==> src/rtl/hbus_pkg.sv <==
package hbus_pkg;

  // Strobes from the handshake control to the datapath
  typedef struct packed {
    logic commitWr;  // one clock: perform the register write
    logic commitRd;  // one clock: capture read data
    logic ackOn;     // acknowledge phase
    logic rdPhase;   // acknowledge phase of a read cycle
  } busStrobe_t;

endpackage

==> src/rtl/hbus_ctrl.sv <==
module hbus_ctrl
  import hbus_pkg::*;
#(
  parameter int SYNC_STAGES = 2
) (
  input  logic       clk,
  input  logic       rstN,
  input  logic       hostSelN,
  input  logic       hostRdWr,
  output busStrobe_t strobe
);

  logic [SYNC_STAGES-1:0] selPipe;
  logic [SYNC_STAGES-1:0] rwPipe;
  logic selSyncN;
  logic rwSync;

  // Synchroniser chain; resets to the idle (high) level
  for (genvar i = 0; i < SYNC_STAGES; i++) begin : g_sync
    if (i == 0) begin : g_first
      always_ff @(posedge clk or negedge rstN) begin
        if (!rstN) begin
          selPipe[i] <= 1'b1;
          rwPipe[i]  <= 1'b1;
        end else begin
          selPipe[i] <= hostSelN;
          rwPipe[i]  <= hostRdWr;
        end
      end
    end else begin : g_next
      always_ff @(posedge clk or negedge rstN) begin
        if (!rstN) begin
          selPipe[i] <= 1'b1;
          rwPipe[i]  <= 1'b1;
        end else begin
          selPipe[i] <= selPipe[i-1];
          rwPipe[i]  <= rwPipe[i-1];
        end
      end
    end
  end

  assign selSyncN = selPipe[SYNC_STAGES-1];
  assign rwSync   = rwPipe[SYNC_STAGES-1];

  typedef enum logic [1:0] {
    ST_IDLE   = 2'd0,
    ST_COMMIT = 2'd1,
    ST_HOLD   = 2'd2
  } cycState_t;

  cycState_t stateQ;
  logic      isReadQ;

  always_ff @(posedge clk or negedge rstN) begin
    if (!rstN) begin
      stateQ  <= ST_IDLE;
      isReadQ <= 1'b0;
    end else begin
      case (stateQ)
        ST_IDLE: begin
          if (!selSyncN) begin
            stateQ  <= ST_COMMIT;
            isReadQ <= rwSync;
          end
        end
        ST_COMMIT: stateQ <= ST_HOLD;
        ST_HOLD: begin
          if (selSyncN) stateQ <= ST_IDLE;
        end
        default: stateQ <= ST_IDLE;
      endcase
    end
  end

  always_comb begin
    strobe.commitWr = (stateQ == ST_COMMIT) && !isReadQ;
    strobe.commitRd = (stateQ == ST_COMMIT) && isReadQ;
    strobe.ackOn    = (stateQ == ST_HOLD);
    strobe.rdPhase  = (stateQ == ST_HOLD) && isReadQ;
  end

endmodule

==> src/rtl/hbus_dpath.sv <==
module hbus_dpath
  import hbus_pkg::*;
#(
  parameter int DATA_W = 8,
  parameter int ADDR_W = 5
) (
  input  logic              clk,
  input  logic              rstN,
  input  busStrobe_t        strobe,
  input  logic [ADDR_W-1:0] hostAddr,
  input  logic [DATA_W-1:0] hostDataIn,
  input  logic              hostParIn,
  input  logic              hostParChkEn,
  input  logic [DATA_W-2:0] evtIn,
  output logic [DATA_W-1:0] hostDataOut,
  output logic              hostParOut,
  output logic              hostDataOe,
  output logic              irqActive
);

  localparam int NUM_REGS  = 1 << ADDR_W;
  localparam int FLAG_ADDR = NUM_REGS - 2;
  localparam int MASK_ADDR = NUM_REGS - 1;
  localparam int NUM_EVT   = DATA_W - 1;
  localparam int PERR_BIT  = DATA_W - 1;

  logic parOk;
  logic wrAccept;
  logic parErr;

  // Odd parity over nine bits: total ones must be odd
  assign parOk    = ^{hostDataIn, hostParIn};
  assign wrAccept = strobe.commitWr && (!hostParChkEn || parOk);
  assign parErr   = strobe.commitWr && hostParChkEn && !parOk;

  logic [NUM_REGS-1:0][DATA_W-1:0] regView;
  logic [DATA_W-1:0] flagQ;
  logic [DATA_W-1:0] maskQ;
  logic [DATA_W-1:0] flagSet;
  logic [DATA_W-1:0] flagClr;

  always_comb begin
    flagSet                = '0;
    flagSet[NUM_EVT-1:0]   = evtIn;
    flagSet[PERR_BIT]      = parErr;
    flagClr = (wrAccept && (hostAddr == ADDR_W'(FLAG_ADDR))) ? hostDataIn : '0;
  end

  // Sticky flags: a new event wins over a clear in the same clock
  always_ff @(posedge clk or negedge rstN) begin
    if (!rstN) flagQ <= '0;
    else       flagQ <= (flagQ & ~flagClr) | flagSet;
  end

  always_ff @(posedge clk or negedge rstN) begin
    if (!rstN) maskQ <= '0;
    else if (wrAccept && (hostAddr == ADDR_W'(MASK_ADDR))) maskQ <= hostDataIn;
  end

  for (genvar g = 0; g < NUM_REGS; g++) begin : g_reg
    if (g == FLAG_ADDR) begin : g_flag
      assign regView[g] = flagQ;
    end else if (g == MASK_ADDR) begin : g_mask
      assign regView[g] = maskQ;
    end else begin : g_store
      logic [DATA_W-1:0] cellQ;
      always_ff @(posedge clk or negedge rstN) begin
        if (!rstN) cellQ <= '0;
        else if (wrAccept && (hostAddr == ADDR_W'(g))) cellQ <= hostDataIn;
      end
      assign regView[g] = cellQ;
    end
  end

  logic [DATA_W-1:0] rdQ;

  always_ff @(posedge clk or negedge rstN) begin
    if (!rstN) rdQ <= '0;
    else if (strobe.commitRd) rdQ <= regView[hostAddr];
  end

  assign hostDataOut = rdQ;
  assign hostParOut  = ~^rdQ;
  assign hostDataOe  = strobe.rdPhase;
  assign irqActive   = |(flagQ & maskQ);

endmodule

==> src/rtl/hbus_slave.sv <==
module hbus_slave #(
  parameter int DATA_W      = 8,
  parameter int ADDR_W      = 5,
  parameter int SYNC_STAGES = 2
) (
  input  logic              clk,
  input  logic              rstN,
  input  logic              hostSelN,
  input  logic              hostRdWr,
  input  logic [ADDR_W-1:0] hostAddr,
  input  logic [DATA_W-1:0] hostDataIn,
  input  logic              hostParIn,
  input  logic              hostParChkEn,
  input  logic [DATA_W-2:0] evtIn,
  output logic [DATA_W-1:0] hostDataOut,
  output logic              hostParOut,
  output logic              hostDataOe,
  output logic              hostAckN,
  output logic              hostIrqN
);

  hbus_pkg::busStrobe_t strobe;
  logic irqActive;

  hbus_ctrl #(.SYNC_STAGES(SYNC_STAGES)) uCtrl (
    .clk      (clk),
    .rstN     (rstN),
    .hostSelN (hostSelN),
    .hostRdWr (hostRdWr),
    .strobe   (strobe)
  );

  hbus_dpath #(.DATA_W(DATA_W), .ADDR_W(ADDR_W)) uDp (
    .clk          (clk),
    .rstN         (rstN),
    .strobe       (strobe),
    .hostAddr     (hostAddr),
    .hostDataIn   (hostDataIn),
    .hostParIn    (hostParIn),
    .hostParChkEn (hostParChkEn),
    .evtIn        (evtIn),
    .hostDataOut  (hostDataOut),
    .hostParOut   (hostParOut),
    .hostDataOe   (hostDataOe),
    .irqActive    (irqActive)
  );

  assign hostAckN = !strobe.ackOn;
  assign hostIrqN = !irqActive;

endmodule

==> config.mk <==
export PLATFORM = sky130hd
export DESIGN_NAME = hbus_slave
export DESIGN_NICKNAME = d
export VERILOG_FILES = /design/src/rtl/hbus_pkg.sv /design/src/rtl/hbus_ctrl.sv /design/src/rtl/hbus_dpath.sv /design/src/rtl/hbus_slave.sv
export SDC_FILE = /design/constraint.sdc
export NUM_CORES = 1
export LEC_CHECK = 0
export BUFFER_PORTS_ARGS = -buffer_cell sky130_fd_sc_hd__buf_2
export CAP_MARGIN = 15
export CORE_AREA = 4 4 194 159
export DETAILED_ROUTE_END_ITERATION = 8
export DIE_AREA = 0 0 198 163
export GPL_ROUTABILITY_DRIVEN = 1
export PLACE_DENSITY = 0.58
export SKIP_LAST_GASP = 1
export SYNTH_ARGS = -nofsm -noshare
export SYNTH_HDL_FRONTEND = slang
export SYNTH_SLANG_ARGS = --single-unit
==> constraint.sdc <==
create_clock -name clk -period 2.5 [get_ports clk]
set_input_delay 0.25 -clock clk [delete_from_list [all_inputs] [get_ports clk]]
set_output_delay 0.25 -clock clk [all_outputs]
set_load 0.005 [all_outputs]
==> run metrics <==
status completed; die height 163 um; leading area contributor after synthesis dfrtp_1; core area 0.0289 mm2; Setup Skew 0.0147 ns; clk sink count 271; Util after Layout 52.6%; pwr dens 845 mW/mm2; buffers added on ports 37; vias per cell 5.63; Tightest Pin Transition 0.663 ns; First-pass DRT Iterations 5; # H-tree levels 1; CTS max path bufs 3; Reg power frac 45.2%; DRC viols 0; Post-synth EDFFs 0; CTS clk-pin slew, worst paths 0.06 ns; Req. time, crit path 2.94 ns; synth unique cells 42; period utilisation layout 94.0%; vias 7917; share of layout cells above drive strength 1 42.1%; antenna viol nets, final 0; synthesized net count 955; clock latency on the worst-skew pair 0.56 ns; global-route wire length before repair 51000 um; Switching Share 26.9%; Worst Setup Start Kind register; floorplan row count 56; Final #Nets 1032; CTS tree done; relative slew slack 55.8%; unrepaired setup endpoints after global routing no; Mapped Cells 929; largest net degree at the start of global routing 67; slowest library cell on the worst path or3_1; Initial Util 44.5%; filler instances 2512; flops & latches, synth 271; GRT Total Usage 20.5%; per-cell routed wire length 23.2 um; Root Driver clkbuf_16; share of the synthesized area in the top cell type 52.0%; register area 0.00679 mm2; io pins 38; Crit path max-delay family simple AND/OR/NAND/NOR gates; max incr delay on CP 0.49 ns; most common cell in the synthesized netlist dfrtp_1; Synth Flop Type dfrtp_1; Max Cap Viol 0; leakage power 0.00728 uW; YS warnings 0; Worst setup startpoint uCtrl.stateQ[1]; Critical Path Fanout Max 8; Synth Cell Area 0.0128 mm2; Syn Area/Cell 13.8 um2; peak supply drop 0.000635 V; Gate power share 19.7%; Clock power frac 35.0%; async set or reset register ratio after synthesis 100%; dpl hpwl 20900 um; critical-path cell list nor3b_2, and2_1, nand3_1, buf_4, or3_1, mux2_2; WL final 32600 um; final setup fails 0; Commonest cells post-synth 267 x dfrtp_1, 233 x mux2_2, 128 x mux2i_1; Psw 3450 uW; antenna fix cells 0; arrival time worst endpoint 2.79 ns; Area Overhead vs Synth 18.1%; crit path time final 2.35 ns; Hold Crit Class input port to asynchronous set/reset pin; Fmax 425 MHz; P_int 9370 uW; vias in the first global route 8214; Critical Path Sink Type register; crit path kind register to register; CTS Buf Count 28; post-CTS setup buffer count 0; initial antenna violation count 1; CP bufs+invs 1; launching point of the worst reg2reg path uCtrl.stateQ[1]; register area share after synthesis 52.8%; ranking of synthesized cells by area dfrtp_1 52%, mux2_2 20%, mux2i_1 10%; Multi-input gate area 0.00572 mm2; Die ar. 0.0323 mm2; Slew Limit Fails 0; Starting DRT DRC Count 435; routability cong. 0.773; Die X 198 um; Fin. Hold Viols 0; GRT overflow 0; setup_tns 0 ns
-- cells by family after synthesis --
kind of cell	Yosys count	share of synthesized area, %
mux	377	32.1
flops	271	52.8
compound gates	111	6.35
buf+inv	80	2.73
simple gates	78	4.95
xor+xnor	12	1.04
-- final cells by class --
type	instances	share of cell area, %
inverter	8	0.198
timing repair buffer	119	7.61
clock buffer	45	5.84
multi-input combinational	578	37.7
tap	377	3.11
sequential	271	44.7
clock inverter	7	0.775
-- per-layer routing --
layer  routed length, um  global-route usage [%]  vias up  share of wire (%)
met5                   0                       0        -                  0
met4                 652                    4.38        0                2.0
met3                1190                    3.14       46                3.6
met2               14200                    30.3      133                 44
met1               16600                    31.9     4154                 51
li1                    -                       -     3584                  -
-- layout by cell type (no fill, tap or decap), types with 7 or more instances in the layout --
master / Yosys / routed
a21oi_1: 17 / 17
a221oi_1: 16 / 16
a22o_1: 16 / 16
a22oi_1: 36 / 36
a31oi_1: 8 / 8
buf_12: 0 / 25
buf_2: 19 / 35
buf_4: 0 / 47
clkbuf_16: 0 / 29
clkbuf_8: 0 / 10
dfrtp_1: 267 / 267
dlygate4sd3_1: 0 / 10
inv_1: 8 / 8
mux2_1: 7 / 7
mux2_2: 233 / 233
mux2_4: 8 / 8
mux2i_1: 128 / 128
nand2_1: 16 / 16
nor2_1: 10 / 9
nor3_4: 15 / 15
o22ai_1: 8 / 8
o41ai_1: 8 / 8
or3_1: 7 / 7
xnor2_1: 9 / 9
-- sequential cells by signal (all words and copies together) (netlist names) --
register	flops
uDp.flagQ	8
uDp.maskQ	8
uCtrl.selSyncN	1
uCtrl.stateQ	2
uDp.hostDataOut	8
uCtrl.rwPipe	1
uCtrl.selPipe	1
uCtrl.isReadQ	1
uCtrl.rwSync	1
uDp.g.g_store.cellQ	240
-- power by group through the flow --
stage	clock network, uW	registers, uW	logic [uW]
final	4490	5800	2530
after detailed placement	0	5870	2540
after floorplan	0	5710	1780
after global routing	4780	5910	2770
after global placement	0	5850	2480
after CTS	4620	5790	2560
-- repair_timing --
action / CTS / global route
hold buffers: 10 / 0
hold endpoints to repair: 67 / 0
setup endpoints to repair: 0 / 8
gates resized for setup: 0 / 1
-- metrics by stage --
step | setup slack [ns] | instances | instance area (um2) | total power, uW | hold WS [ns]
after floorplan | 0.273 | 929 | 12800 | 7490 | -0.0456
after global placement | 0.0355 | 1343 | 14100 | 8330 | 0.232
after detailed placement | 0.0170 | 1343 | 14100 | 8400 | 0.229
after CTS | 0.0996 | 1405 | 15200 | 13000 | 0.239
after global routing | 0.0679 | 1405 | 15200 | 13500 | 0.264
final | 0.150 | 1405 | 15200 | 12800 | 0.235
-- final timing paths --
kind | endpoint | slack [ns] | depth (start not counted)
worst min register to register | uCtrl.rwSync | 0.36 | 0
worst max register to register | uDp.g_reg[15].g_store.cellQ[6] | 0.15 | 6
min in group clk | uDp.flagQ[2] | 0.31 | 3
max in group asynchronous | uCtrl.rwPipe[0] | 1.44 | 3
worst min-delay path | uDp.g_reg[24].g_store.cellQ[5] | 0.23 | 2
worst max-delay path | uDp.g_reg[15].g_store.cellQ[6] | 0.15 | 6
Power figures use the tool's default switching activity.
